### config.mk
export PLATFORM = sky130hd
export DESIGN_NAME = tdm_slot_mapper
export DESIGN_NICKNAME = d
export VERILOG_FILES = /design/src/rtl/tsm_pkg.sv /design/src/rtl/tsm_bit_counter.sv /design/src/rtl/tsm_slot_decode.sv /design/src/rtl/tsm_rx_capture.sv /design/src/rtl/tsm_dcl_gen.sv /design/src/rtl/tdm_slot_mapper.sv
export SDC_FILE = /design/constraint.sdc
export NUM_CORES = 1
export LEC_CHECK = 0
export ABC_AREA = 1
export BUFFER_PORTS_ARGS = -buffer_cell sky130_fd_sc_hd__buf_2
export CORE_MARGIN = 3
export CORE_UTILIZATION = 30
export DETAILED_ROUTE_END_ITERATION = 12
export PLACE_DENSITY = 0.52
export SKIP_LAST_GASP = 1
export SYNTH_ARGS = -nofsm -noshare
export SYNTH_HDL_FRONTEND = slang
export SYNTH_SLANG_ARGS = --single-unit
### constraint.sdc
create_clock -name clk -period 4.55 [get_ports clk]
set_input_delay 0.91 -clock clk [delete_from_list [all_inputs] [get_ports clk]]
set_output_delay 0.91 -clock clk [all_outputs]
set_load 0.02 [all_outputs]
### src/rtl/tsm_pkg.sv
// Shared constants and helpers for the TDM channel timeslot mapper.
// Channel index 0 = B1, 1 = B2, 2 = D; lower index wins on overlap.
package tsm_pkg;
    localparam int NUM_CH        = 3;
    localparam int B_BITS        = 8;
    localparam int D_BITS        = 2;
    localparam int IDX_W         = $clog2(B_BITS);
    localparam int DEF_SPAN      = 8;
    localparam int GCI_SLOT_BITS = 32;
    localparam int GCI_B2_OFS    = 8;
    localparam int GCI_D_OFS     = 24;

    // Number of bits the channel occupies per frame.
    function automatic int ch_len(input int c);
        return (c == 2) ? D_BITS : B_BITS;
    endfunction

    // Offset of the channel inside an alternate-mode slot.
    function automatic int gci_ofs(input int c);
        return (c == 0) ? 0 : ((c == 1) ? GCI_B2_OFS : GCI_D_OFS);
    endfunction

    // Fixed start position used when no enable is set.
    function automatic int def_ofs(input int c);
        return c * DEF_SPAN;
    endfunction
endpackage

### src/rtl/tsm_bit_counter.sv
// Bit position counter for the serial frame.
// Assumes bit_en is a one-clock pulse per serial bit; fsync is only
// looked at on that pulse. Reset parks on the last frame bit.
module tsm_bit_counter #(
    parameter int POS_W = 8
) (
    input  logic             clk,
    input  logic             rst_n,
    input  logic             bit_en,
    input  logic             fsync,
    output logic [POS_W-1:0] cnt
);
    // Advance once per bit, restart after a sync bit.
    always_ff @(posedge clk) begin
        if (!rst_n)      cnt <= '1;
        else if (bit_en) cnt <= fsync ? '0 : cnt + 1'b1;
    end


    // hold_between_ticks_chk
    hold_between_ticks_chk: assert property (@(posedge clk) disable iff (!rst_n)
        !bit_en |=> $stable(cnt));
endmodule

### src/rtl/tsm_slot_decode.sv
// Decides which channel owns the current bit and where inside the
// channel that bit lies. Purely combinational; assumes POS_W >= 8 so
// the alternate-mode slots fit in the frame.
module tsm_slot_decode import tsm_pkg::*; #(
    parameter int POS_W = 8
) (
    input  logic [POS_W-1:0]                 cnt,
    input  logic [NUM_CH-1:0]                en,
    input  logic                             alt,
    input  logic [2:0]                       slot,
    input  logic [NUM_CH-1:0][POS_W-1:0]     pos_cfg,
    output logic [NUM_CH-1:0]                active,
    output logic [NUM_CH-1:0][IDX_W-1:0]     idx,
    output logic [NUM_CH-1:0]                last,
    output logic                             tsm
);
    logic [NUM_CH-1:0] hit;

    assign tsm = |en;

    for (genvar c = 0; c < NUM_CH; c++) begin : g_ch
        logic [POS_W-1:0] p;
        logic [POS_W-1:0] off;

        // Pick the start position and test whether cnt falls in the slot.
        always_comb begin
            if (alt)       p = POS_W'(int'(slot) * GCI_SLOT_BITS + gci_ofs(c));
            else if (!tsm) p = POS_W'(def_ofs(c));
            else           p = pos_cfg[c];
            off    = cnt - p;
            hit[c] = (!tsm || en[c]) && (cnt >= p) &&
                     ({1'b0, cnt} < ({1'b0, p} + (POS_W+1)'(ch_len(c))));
        end

        assign idx[c]  = off[IDX_W-1:0];
        assign last[c] = (off == POS_W'(ch_len(c) - 1));

        // Priority: a channel wins only if no lower index hits.
        if (c == 0) begin : g_first
            assign active[c] = hit[c];
        end else begin : g_rest
            assign active[c] = hit[c] && !(|hit[c-1:0]);
        end
    end
endmodule

### src/rtl/tsm_rx_capture.sv
// Receive shift register for one channel. Shifts ser_in on each bit
// tick the channel owns and publishes the value after its last bit.
// Assumes LEN >= 2.
module tsm_rx_capture #(
    parameter int LEN = 8
) (
    input  logic           clk,
    input  logic           rst_n,
    input  logic           bit_en,
    input  logic           own,
    input  logic           last,
    input  logic           ser_in,
    output logic [LEN-1:0] data,
    output logic           valid
);
    logic [LEN-1:0] sh;

    // Collect owned bits, emit a one-clock valid at the channel end.
    always_ff @(posedge clk) begin
        if (!rst_n) begin
            sh    <= '0;
            data  <= '0;
            valid <= 1'b0;
        end else begin
            valid <= 1'b0;
            if (bit_en && own) begin
                sh <= {sh[LEN-2:0], ser_in};
                if (last) begin
                    data  <= {sh[LEN-2:0], ser_in};
                    valid <= 1'b1;
                end
            end
        end
    end


    // valid_single_pulse_chk
    valid_single_pulse_chk: assert property (@(posedge clk) disable iff (!rst_n)
        valid |=> !valid);
endmodule

### src/rtl/tsm_dcl_gen.sv
// Alternate-mode data clock generator. Divides clk (the reference) by
// 6, 8 or 24; the rate code is latched only on a frame tick. Held low
// while the alternate mode is off.
module tsm_dcl_gen #(
    parameter int DIV_FAST = 6,
    parameter int DIV_MID  = 8,
    parameter int DIV_SLOW = 24
) (
    input  logic       clk,
    input  logic       rst_n,
    input  logic       frame_tick,
    input  logic       alt_mode,
    input  logic [1:0] clk_sel,
    output logic       dcl_out
);
    localparam int CNT_W = $clog2(DIV_SLOW);

    logic [1:0]       sel_q;
    logic [CNT_W-1:0] cnt;
    logic [CNT_W-1:0] half_m1;

    // Latch the rate code at frame boundaries only.
    always_ff @(posedge clk) begin
        if (!rst_n)          sel_q <= 2'b00;
        else if (frame_tick) sel_q <= clk_sel;
    end

    // Half-period length for the latched code.
    always_comb begin
        case (sel_q)
            2'b10:   half_m1 = CNT_W'(DIV_MID / 2 - 1);
            2'b11:   half_m1 = CNT_W'(DIV_SLOW / 2 - 1);
            default: half_m1 = CNT_W'(DIV_FAST / 2 - 1);
        endcase
    end

    // Toggle the output every half period.
    always_ff @(posedge clk) begin
        if (!rst_n || !alt_mode) begin
            cnt     <= '0;
            dcl_out <= 1'b0;
        end else if (cnt >= half_m1) begin
            cnt     <= '0;
            dcl_out <= ~dcl_out;
        end else begin
            cnt <= cnt + 1'b1;
        end
    end


    // dcl_quiet_chk
    dcl_quiet_chk: assert property (@(posedge clk) disable iff (!rst_n)
        !alt_mode |=> !dcl_out);
endmodule

### src/rtl/tdm_slot_mapper.sv
// Top of the TDM channel timeslot mapper. Ties the bit counter, the
// slot decoder, three receive registers and the data clock divider,
// and drives the serial output. Assumes configuration changes only
// between frames.
module tdm_slot_mapper import tsm_pkg::*; #(
    parameter int FRAME_BITS = 256,
    parameter int DIV_FAST   = 6,
    parameter int DIV_MID    = 8,
    parameter int DIV_SLOW   = 24
) (
    input  logic                          clk,
    input  logic                          rst_n,
    input  logic                          bit_en,
    input  logic                          fsync,
    input  logic                          ser_in,
    input  logic [2:0]                    cfg_en,
    input  logic [$clog2(FRAME_BITS)-1:0] cfg_pos_b1,
    input  logic [$clog2(FRAME_BITS)-1:0] cfg_pos_b2,
    input  logic [$clog2(FRAME_BITS)-1:0] cfg_pos_d,
    input  logic                          cfg_open_drain,
    input  logic                          cfg_alt_mode,
    input  logic [2:0]                    cfg_alt_slot,
    input  logic [1:0]                    cfg_clk_sel,
    input  logic [7:0]                    tx_b1,
    input  logic [7:0]                    tx_b2,
    input  logic [1:0]                    tx_d,
    output logic                          ser_out,
    output logic                          ser_oe,
    output logic [2:0]                    line_ones,
    output logic [7:0]                    rx_b1,
    output logic [7:0]                    rx_b2,
    output logic [1:0]                    rx_d,
    output logic [2:0]                    rx_valid,
    output logic                          dcl_out
);
    localparam int POS_W = $clog2(FRAME_BITS);

    logic [POS_W-1:0]                cnt;
    logic [NUM_CH-1:0][POS_W-1:0]    pos_cfg;
    logic [NUM_CH-1:0]               active;
    logic [NUM_CH-1:0][IDX_W-1:0]    idx;
    logic [NUM_CH-1:0]               last;
    logic                            tsm;
    logic                            bit_val;
    logic                            drive;

    assign pos_cfg = {cfg_pos_d, cfg_pos_b2, cfg_pos_b1};

    tsm_bit_counter #(.POS_W(POS_W)) u_cnt (
        .clk(clk), .rst_n(rst_n), .bit_en(bit_en), .fsync(fsync), .cnt(cnt)
    );

    tsm_slot_decode #(.POS_W(POS_W)) u_dec (
        .cnt(cnt), .en(cfg_en), .alt(cfg_alt_mode), .slot(cfg_alt_slot),
        .pos_cfg(pos_cfg), .active(active), .idx(idx), .last(last), .tsm(tsm)
    );

    // Select the owning channel's data bit, MSB first.
    always_comb begin
        if (active[0])      bit_val = tx_b1[IDX_W'(B_BITS - 1) - idx[0]];
        else if (active[1]) bit_val = tx_b2[IDX_W'(B_BITS - 1) - idx[1]];
        else                bit_val = (idx[2] == '0) ? tx_d[1] : tx_d[0];
    end

    // Output drive: push-pull on owned bits, or pull-low-only.
    always_comb begin
        drive   = |active;
        ser_oe  = cfg_open_drain ? (drive && !bit_val) : drive;
        ser_out = ser_oe ? bit_val : 1'b1;
    end

    // Idle-ones request for channels left out of timeslot mode.
    assign line_ones = tsm ? ~cfg_en : 3'b000;

    tsm_rx_capture #(.LEN(B_BITS)) u_rx_b1 (
        .clk(clk), .rst_n(rst_n), .bit_en(bit_en), .own(active[0]),
        .last(last[0]), .ser_in(ser_in), .data(rx_b1), .valid(rx_valid[0])
    );
    tsm_rx_capture #(.LEN(B_BITS)) u_rx_b2 (
        .clk(clk), .rst_n(rst_n), .bit_en(bit_en), .own(active[1]),
        .last(last[1]), .ser_in(ser_in), .data(rx_b2), .valid(rx_valid[1])
    );
    tsm_rx_capture #(.LEN(D_BITS)) u_rx_d (
        .clk(clk), .rst_n(rst_n), .bit_en(bit_en), .own(active[2]),
        .last(last[2]), .ser_in(ser_in), .data(rx_d), .valid(rx_valid[2])
    );

    tsm_dcl_gen #(.DIV_FAST(DIV_FAST), .DIV_MID(DIV_MID), .DIV_SLOW(DIV_SLOW)) u_dcl (
        .clk(clk), .rst_n(rst_n), .frame_tick(bit_en && fsync),
        .alt_mode(cfg_alt_mode), .clk_sel(cfg_clk_sel), .dcl_out(dcl_out)
    );


    // idle_not_driven_chk
    idle_not_driven_chk: assert property (@(posedge clk) disable iff (!rst_n)
        (line_ones & active) == 3'b000);


    // open_drain_low_chk
    open_drain_low_chk: assert property (@(posedge clk) disable iff (!rst_n)
        (cfg_open_drain && ser_oe) |-> !ser_out);
endmodule

; Word level (Yosys, flattened, before mapping)
; Cells that the tools add are included.
[totals]
reg_bits = 52
input_bits = 57
out_inout_bits = 27
wordCells = 96
[classes]
addsub = 12
n_lt_le_gt_ge = 9
n_eq_ne = 5
muxes = 21
n_bitwise = 2
reduce_logical = 34
[op_table]
columns = op, count
row1 = $mux W8, 7
row2 = $lt A8 B9 Y1, 3
row3 = $ge A8 B8 Y1, 3
row4 = $sub A8 B8 Y8, 3
row5 = $add A8 B4 Y9 const B, 2
row6 = $eq A8 B3 Y1 const B, 2
row7 = $logic_and A1 B1 Y1, 13
row8 = $reduce_and A2 Y1, 6
row9 = $mux W1, 10
row10 = $add A8 B2 Y9 const B, 1
row11 = $add A8 B1 Y8 const B, 1
row12 = $add A8 B4 Y8 const B, 1
row13 = $add A8 B5 Y8 const B, 1
row14 = $eq A8 B1 Y1 const B, 1
row15 = $lt A3 B4 Y1 const B, 2
row16 = $pmux W4 S2, 1
row17 = $bmux W1 S3, 2
row18 = $logic_not A1 Y1, 6
row19 = $reduce_or A3 Y1, 2
row20 = $sub A3 B3 Y3 const A, 2
row21 = $add A5 B1 Y5 const B, 1
row22 = $ge A5 B4 Y1, 1
row23 = $eq A2 B2 Y1 const B, 2
row24 = $logic_or A1 B1 Y1, 4
row25 = other kinds (5), 6

; Longest topological paths before layout
; Gate-level depths: netlist of run 1.
[depth]
ltp_word = 14
mapped_depth = 25
depth_no_buf = 24

; Modules after synthesis
; A second synthesis of run 1 with hierarchy kept.
[unflattened]
cells_unflattened = 708
hier_area_um2 = 4601.9
[modules_own_cells]
columns = mod, n_inst, cells_each, area_each_um2, seq_area_each_um2
row1 = tsm_slot_decode, 1, 361, 2197.1, 0.0
row2 = tsm_rx_capture (u_rx_b1 ...), 2, 74, 584.3, 320.3
row3 = tsm_dcl_gen, 1, 50, 384.1, 160.2
row4 = tsm_bit_counter, 1, 53, 381.6, 160.2
row5 = tdm_slot_mapper, 1, 75, 317.8, 0.0
row6 = tsm_rx_capture (u_rx_d), 1, 21, 152.6, 80.1

; Worst setup path after synthesis of run 1
; OpenSTA, ideal clock, no wires.
[synth_path]
path_kind = input -> output
startpoint = in cfg_en[2]
endpoint = out ser_oe
t_arrival_ps = 3248
required_ps = 3640
setup_slack_ps = 392
cell_stages = 22
n_path_buf = 1
cell_sequence = nand3b_4 nand2_4 inv_4 buf_6 nand2_1 ha_1 a21oi_1 nand2_1 nand2_1 nand2_1 nand2_1 nand2_1 nand2_1 nand2_1 nand2_1 nand2_1 nand2_4 nand2_8 nand2_4 o21bai_1 nand3_1 nand2_1
[synth_via]
elab_chain_cells = 13
elab_cells_between_ends = 48
cone_classes = add/sub (8) / order compare (6) / mux (14) / reduce/logical (20)
[synth_rtl]
columns = element, line_no
row1 = "start, declared", tdm_slot_mapper.sv:16  ; input logic [2:0] cfg_en,
row2 = "parallel branches: the longest is 12 deep, another holds $sub A8 B8 Y8", --
row3 = $mux W1 *, tdm_slot_mapper.sv:68  ; ser_oe = cfg_open_drain ? (drive && !bit_val) : drive;
row4 = "end, declared", tdm_slot_mapper.sv:28  ; output logic ser_oe,
; Every way passes the cells marked *. The select of a mux whose other input is x is not followed.

; Worst setup path after layout of run 1
[layout_path]
startpoint = in cfg_en[0]
endpoint = out ser_oe
; The elaborated chain is that of the path after synthesis.

==> results of run 1 <==
registers in the layout (all words and copies together) (netlist names), 2 cells and up:
name and cells:
u_dcl.cnt 5, u_cnt.cnt 8, u_dcl.sel_q 2, u_rx_b1.data 8, u_rx_d.data 2, u_rx_b1.sh 7
u_rx_b2.data 8, u_rx_b2.sh 7
worst max path at each step:
stage | start | end | slack [ns] | depth (start not counted)
finish | cfg_en[0] | ser_oe | 0.23 | 23
floorplan | cfg_en[2] | ser_oe | 0.39 | 22
CTS | cfg_en[0] | ser_oe | 0.17 | 21
detailed placement | cfg_en[0] | ser_oe | 0.16 | 21
global route | cfg_en[0] | ser_oe | 0.005 | 24
global placement | cfg_en[0] | ser_oe | 0.21 | 24
cell usage after synthesis (all sizes together), types with 2 or more instances:
cell type	instances
a21oi	44
clkbuf	7
o21bai	3
a211oi	3
o211ai	5
xor2	20
nand3b	2
buf	6
o21ai	25
nor2	78
fa	3
o2111ai	2
mux2i	2
ha	48
o22ai	2
xnor2	4
dfxtp	52
nand4	13
nand3	47
inv	114
nor3	8
o31ai	3
nand2	155
or2	2
o221ai	3
metrics by stage:
stage / cell area, µm² / hold WS (ns) / power [mW]
5_1_grt: 5241 / 0.4829 / 1.522
3_3_place_gp: 5027 / 0.4396 / 1.021
2_1_floorplan: 4427 / 0.4297 / 0.8867
4_1_cts: 5175 / 0.4508 / 1.409
6_report: 5241 / 0.4496 / 1.409
3_5_place_dp: 5027 / 0.4412 / 1.031
power by group through the flow:
stage               combinational (mW)  sequential, mW  clock [mW]
finish                           0.534           0.499       0.376
global route                     0.612           0.501       0.409
CTS                              0.525           0.499       0.386
detailed placement               0.522           0.509           0
global placement                 0.513           0.508           0
floorplan                        0.391           0.496           0
logic make-up (layout without fill, tap and decap cells):
| logic type | after synthesis | after routing | synth area share (%) |
|---|---|---|---|
| adders and majority gates | 51 | 51 | 14.92 |
| xor gates and xnor gates | 24 | 24 | 4.748 |
| and+or+nand+nor | 306 | 306 | 32.14 |
| buffers and inverters | 128 | 209 | 11.50 |
| AOI/OAI and AO/OA | 91 | 91 | 12.46 |
| DFF | 52 | 52 | 23.52 |
| muxes | 3 | 3 | 0.7066 |
layout make-up:
class                   count  area share [%]
multi-input cells         475           55.96
clock inverters             1          0.1671
flip-flops and latches     52           19.86
inverters                 115           8.570
repair buffers             87           8.498
well taps                 180           4.297
clock buffers               6           2.650
layout by cell type (no fill, tap or decap), types with 2 or more instances in the layout:
cell type	n
nand2_1	144
inv_1	103
buf_2	83
nor2_1	71
dfxtp_1	52
ha_1	46
nand3_1	43
a21oi_1	37
o21ai_0	25
xor2_1	20
nand4_1	12
inv_2	10
nor3_1	7
nand2_2	6
o211ai_1	5
clkbuf_16	5
a21oi_4	4
xnor2_1	4
buf_4	4
nor2_2	3
nand3_2	3
a21oi_2	3
o21bai_1	3
nand2_4	3
o221ai_1	3
a211oi_1	3
nor2_4	3
o31ai_1	3
fa_1	3
nand2_8	2
o2111ai_1	2
mux2i_1	2
clkinv_4	2
or2_2	2
critical path: stages:
cell and delay [ns]:
buf_2 0.13, inv_2 0.07, nand3b_4 0.12, nand2_8 0.14
clkinv_8 0.12, nand2_2 0.13, inv_1 0.09, ha_1 0.21
xor2_1 0.17, ha_1 0.28, nand2_1 0.06, inv_1 0.03
nand2_1 0.05, nand2_1 0.05, nand2_1 0.05, nand2_1 0.07
nand2_4 0.09, nand2_8 0.08, nand2_4 0.11, o21bai_1 0.11
nand3_1 0.09, nand2_1 0.06, buf_2 0.16
layer usage:
| layer | part of all wire [%] | GRT usage, % | vias to the layer above |
|---|---|---|---|
| met2 | 50 | 26.97 | 56 |
| met5 | 0 | 0 | - |
| met1 | 46 | 19.66 | 1939 |
| li1 | - | - | 2263 |
| met3 | 2.6 | 1.589 | 8 |
| met4 | 0.77 | 2.208 | 0 |
==> impl_metrics.ini, run 1 <==
[power_and_ir_drop]
p_sw_share_pct = 36.94
ir_worst_vdd_mv = 0.1434
internal_power_mw = 0.8882
pwr-share-comb_pct = 37.9
clkPwrFrac_pct = 26.7
power_switching_mw = 0.5204
p_per_area_mw_per_mm2 = 268.8
seqPwrFrac_pct = 35.4
p_leak_nw = 2.784

[worst_setup_path]
path_class = in2out
cp_data_arrival_time_ns = 3.41
endpoint_kind = output pin
regToRegEndpoint = u_rx_b1.data[2]
cp_max_fo = 14
reg2reg_setup_slack_ns = 1.59
rr_startpoint = u_cnt.cnt[0]
r2r.worst_path.cells = 14
cp-start-kind = input port
critPathRequiredTime_ns = 3.64

[sta]
setup_ws_ns = 0.2298
rsz0062_at_grt = no
fmax_ghz = 0.2315
slew_headroom_pct = 53.99
worst_pin_slew_ns = 0.6902
period_share_pct = 94.95
fin_setup_tns_ns = 0
layout_min_cycle_time_ns = 4.320
fin_skew_ns = 0.008921
setup_violations = 0
finalMaxSlewViolations = 0
hold_viol = 0

[routing]
firstDrtPassIters = 4
vias = 4266
wl_um = 12150
post_drt_wl_per_cell_um = 13.26
final_antenna_net_count = 0
drc = 0
first_iter_violations = 262
drt-vias-per-instance = 4.657

[placement]
portBuffers = 83
place_inst = 909
dpl.hpwl_um = 10030
gp_congestion = 0.8388
dp_slack_ns = 0.1639

[floorplanning]
fp.dieH_um = 127.5
die_area_mm2 = 0.01625
start_util_pct = 31.28
die_w_um = 127.5
coreArea_mm2 = 0.01415
pin_count = 84
fp-row-count = 43

[synth]
yosysUniqueCellTypes = 45
synth.avg_cell_area_um2 = 6.758
syn_nets = 763
netlist_area_mm2 = 0.004427
synth.area.top_cells = dfxtp_1, ha_1, nand2_1, inv_1, nor2_1
yosysTopAreaCellShare_pct = 23.52
synth_warnings = 0
synth-main-ff-cell = dfxtp_1
ys_seq_area_share_pct = 23.52
synthCells = 655
ys_async_sr_fraction_pct = 0
synth_edf_count = 0
yosys.area.top_type = dfxtp_1
ys_seq_elements = 52

[flow_run]
maxCapViolations = 0

[clock_network]
postCtsHoldBufs = 0
clk_pin_slew_worst_paths_ns = 0.07
clock_latency_ns = 0.28
cts_root_buffer = clkbuf_16
cts_resized = 0
cts_num_sinks = 52
htreeDepth = 2
clk_path_buf_depth = 2
post-cts-setup-buffers = 0
cts_tree = built
cts_made_buffers = 5

[min_path]
whs_path_depth = 1
hp-start = u_dcl.dcl_out
hold_path.class = reg2reg
min_to = u_dcl.dcl_out

[finish]
multi_input_area_mm2 = 0.002933
final_nets = 844
drive_gt1_share_pct = 19.57
final_util_pct = 37.04
fin_cells = 916
final-seq-area_mm2 = 0.001041
final.fill_count = 1522
syn2layout_area_growth_pct = 18.40
num_antenna_cells = 0

[global_routing]
grt_pass1_vias = 4160
grt_max_degree = 43
grt.overflow.total = 0
grt_use_total_pct = 14.98
grt_pass1_wl_um = 20110
antenna_found_initial = 0

[status]
status = finished clean
(Power assumes the default switching activity.)
==> run 2: changes to the inputs <==
--- a/config.mk
+++ b/config.mk
@@ -7,8 +7,10 @@
 export LEC_CHECK = 0
 export ABC_AREA = 1
 export BUFFER_PORTS_ARGS = -buffer_cell sky130_fd_sc_hd__buf_2
+export CORE_ASPECT_RATIO = 2
 export CORE_MARGIN = 3
 export CORE_UTILIZATION = 30
+export CTS_CLUSTER_SIZE = 16
 export DETAILED_ROUTE_END_ITERATION = 12
 export PLACE_DENSITY = 0.52
 export SKIP_LAST_GASP = 1
==> constraint.sdc (replaced) <==
create_clock -name clk -period 5.1 [get_ports clk]
set_input_delay 1.02 -clock clk [delete_from_list [all_inputs] [get_ports clk]]
set_output_delay 1.02 -clock clk [all_outputs]
set_load 0.02 [all_outputs]
==> run 2 against run 1 <==
Net effect: clock power shrank 8.8%; hold slack gained 0.011 ns; non-clock buffer count shrank 3; utilization shrank 1.2 points; clock skew shrank 0.0058 ns; register-to-register slack gained 0.68 ns; critical path type unchanged.
==> impl_metrics.ini, run 2 (synthesis results as in run 1) <==
[routing]
wl_um = 12380
first_iter_violations = 138
post_drt_wl_per_cell_um = 13.37
final_antenna_net_count = 0
drc = 0
drt-vias-per-instance = 4.630
vias = 4287
firstDrtPassIters = 4

[finish]
final_nets = 841
syn2layout_area_growth_pct = 16.85
mostFrequentLayoutCells = nand2_1, inv_1, buf_2, nor2_1, dfxtp_1
fin_cells = 926
drive_gt1_share_pct = 17.98
reg_top3 = u_cnt.cnt: 8 flops, u_rx_b1.data: 8 flops, u_rx_b2.data: 8 flops
num_antenna_cells = 0
final_util_pct = 35.85
layout_commonest_cell = nand2_1
final.fill_count = 1650

[placement]
place_inst = 918
portBuffers = 83
gp_congestion = 0.8260
dpl.hpwl_um = 10510

[worst_setup_path]
path_class = in2out
cp-start-kind = input port
rr_startpoint = u_cnt.cnt[0]
crit_slowest_cell = nor2_1
r2r.worst_path.cells = 14
critPathBufInv = 3
max_stage_delay_ns = 0.38
crit_top_cell = nand2_1
cp_max_fo = 10
cp_data_arrival_time_ns = 3.70
endpoint_kind = output pin
regToRegEndpoint = u_rx_b1.data[4]
critPathRequiredTime_ns = 4.08
reg2reg_setup_slack_ns = 2.27
crit_chain = buf_2, inv_2, nand3b_4, nand2_4, nor2_1, ha_1, xor2_1, ha_1, nand2_1, nor2_1, a21oi_1, nand2_1, nand2_1, nand2_1, nand2_1, nand2_1, nand2_1, nand2_1, nand2_1, nand2_1, o21bai_1, nand3_1, nand2_1, buf_2
crit_family = simple AND/OR/NAND/NOR gates

[floorplanning]
die_w_um = 91.90
fp.dieH_um = 177.8
coreArea_mm2 = 0.01443
die_area_mm2 = 0.01634
pin_count = 84
start_util_pct = 30.68
fp-row-count = 62

[status]
status = finished clean

[global_routing]
grt_max_degree = 43
grt_use_total_pct = 15.43
grt.overflow.total = 0
antenna_found_initial = 0
grt_pass1_vias = 4356
grt_pass1_wl_um = 20120

[sta]
period_share_pct = 92.62
fin_setup_tns_ns = 0
finalMaxSlewViolations = 0
rsz0062_at_grt = no
layout_min_cycle_time_ns = 4.724
hold_viol = 0
fin_skew_ns = 0.003094
setup_violations = 0
fmax_ghz = 0.2117
slew_headroom_pct = 52.66
worst_pin_slew_ns = 0.7101

[min_path]
min_to = u_rx_b1.data[6]
hp-start = u_rx_b1.sh[5]
whs_path_depth = 2
hold_path.class = reg2reg

[power_and_ir_drop]
p_per_area_mw_per_mm2 = 242.5
p_sw_share_pct = 37.18
p_leak_nw = 2.766
clkPwrFrac_pct = 27.4
pwr-share-comb_pct = 37.1
ir_worst_vdd_mv = 0.1144
internal_power_mw = 0.7881
power_switching_mw = 0.4664
seqPwrFrac_pct = 35.5

[clock_network]
cts_num_sinks = 52
cts_tree = built
clock_latency_ns = 0.29
cts_resized = 0
post-cts-setup-buffers = 0
htreeDepth = 2
cts_root_buffer = clkbuf_16
clk_pin_slew_worst_paths_ns = 0.07
clk_path_buf_depth = 2
postCtsHoldBufs = 0
cts_made_buffers = 5

[flow_run]
maxCapViolations = 0
-- run 2: cell count changes in the layout (fill, tap and decap cells not counted), sizes merged --
cell,before,now
inv,113,115
buf,87,84
clkinv,3,2
-- run 2: worst max path at each step --
stage | from | end | slack (ns) | cells after the start
2_1_floorplan | cfg_en[2] | ser_oe | 0.72 | 22
5_1_grt | cfg_en[0] | ser_oe | 0.07 | 24
4_1_cts | cfg_en[0] | ser_oe | 0.35 | 24
3_5_place_dp | cfg_en[0] | ser_oe | 0.37 | 24
3_3_place_gp | cfg_en[1] | ser_oe | 0.38 | 24
6_report | cfg_en[0] | ser_oe | 0.38 | 24
-- run 2: area by class of cell --
class | count | area (µm²) | share of cell area (%)
multi-input cells | 475 | 2877 | 55.61
flip-flops and latches | 52 | 1041 | 20.13
inverters | 115 | 439.2 | 8.491
repair buffers | 84 | 422.9 | 8.176
well taps | 192 | 240.2 | 4.644
clock buffers | 6 | 138.9 | 2.685
clock inverters | 2 | 13.76 | 0.2661
-- run 2: power by group through the flow --
stage	combinational (mW)	clock, mW	sequential (mW)
5_1_grt	0.534	0.369	0.447
3_5_place_dp	0.470	0	0.455
6_report	0.466	0.343	0.445
3_3_place_gp	0.470	0	0.455
2_1_floorplan	0.349	0	0.442
4_1_cts	0.472	0.355	0.446
-- run 2: per-layer routing --
metal | GRT usage (%) | part of all wire [%]
met5 | 0 | 0
met2 | 30.59 | 54
met4 | 7.134 | 3.8
met1 | 15.84 | 39
met3 | 1.400 | 3.1
-- run 2: through the flow --
step	power [mW]	area, µm²	hold WS, ns	worst slack [ns]
2_1_floorplan	0.7910	4427	0.4297	0.7223
3_3_place_gp	0.9256	5020	0.4510	0.3831
3_5_place_dp	0.9251	5020	0.4540	0.3666
4_1_cts	1.273	5172	0.4651	0.3548
5_1_grt	1.351	5172	0.4769	0.06938
6_report	1.255	5172	0.4607	0.3764
-- run 2: worst register-to-register path, delay by kind of cell (launching register included) --
kind	cells	cell delay [ns]
AOI/OAI and AO/OA	1	0.15
xor gates and xnor gates	1	0.39
adders and majority gates	2	0.60
buffers and inverters	3	0.48
DFF	1	0.34
and+or+nand+nor	7	0.82
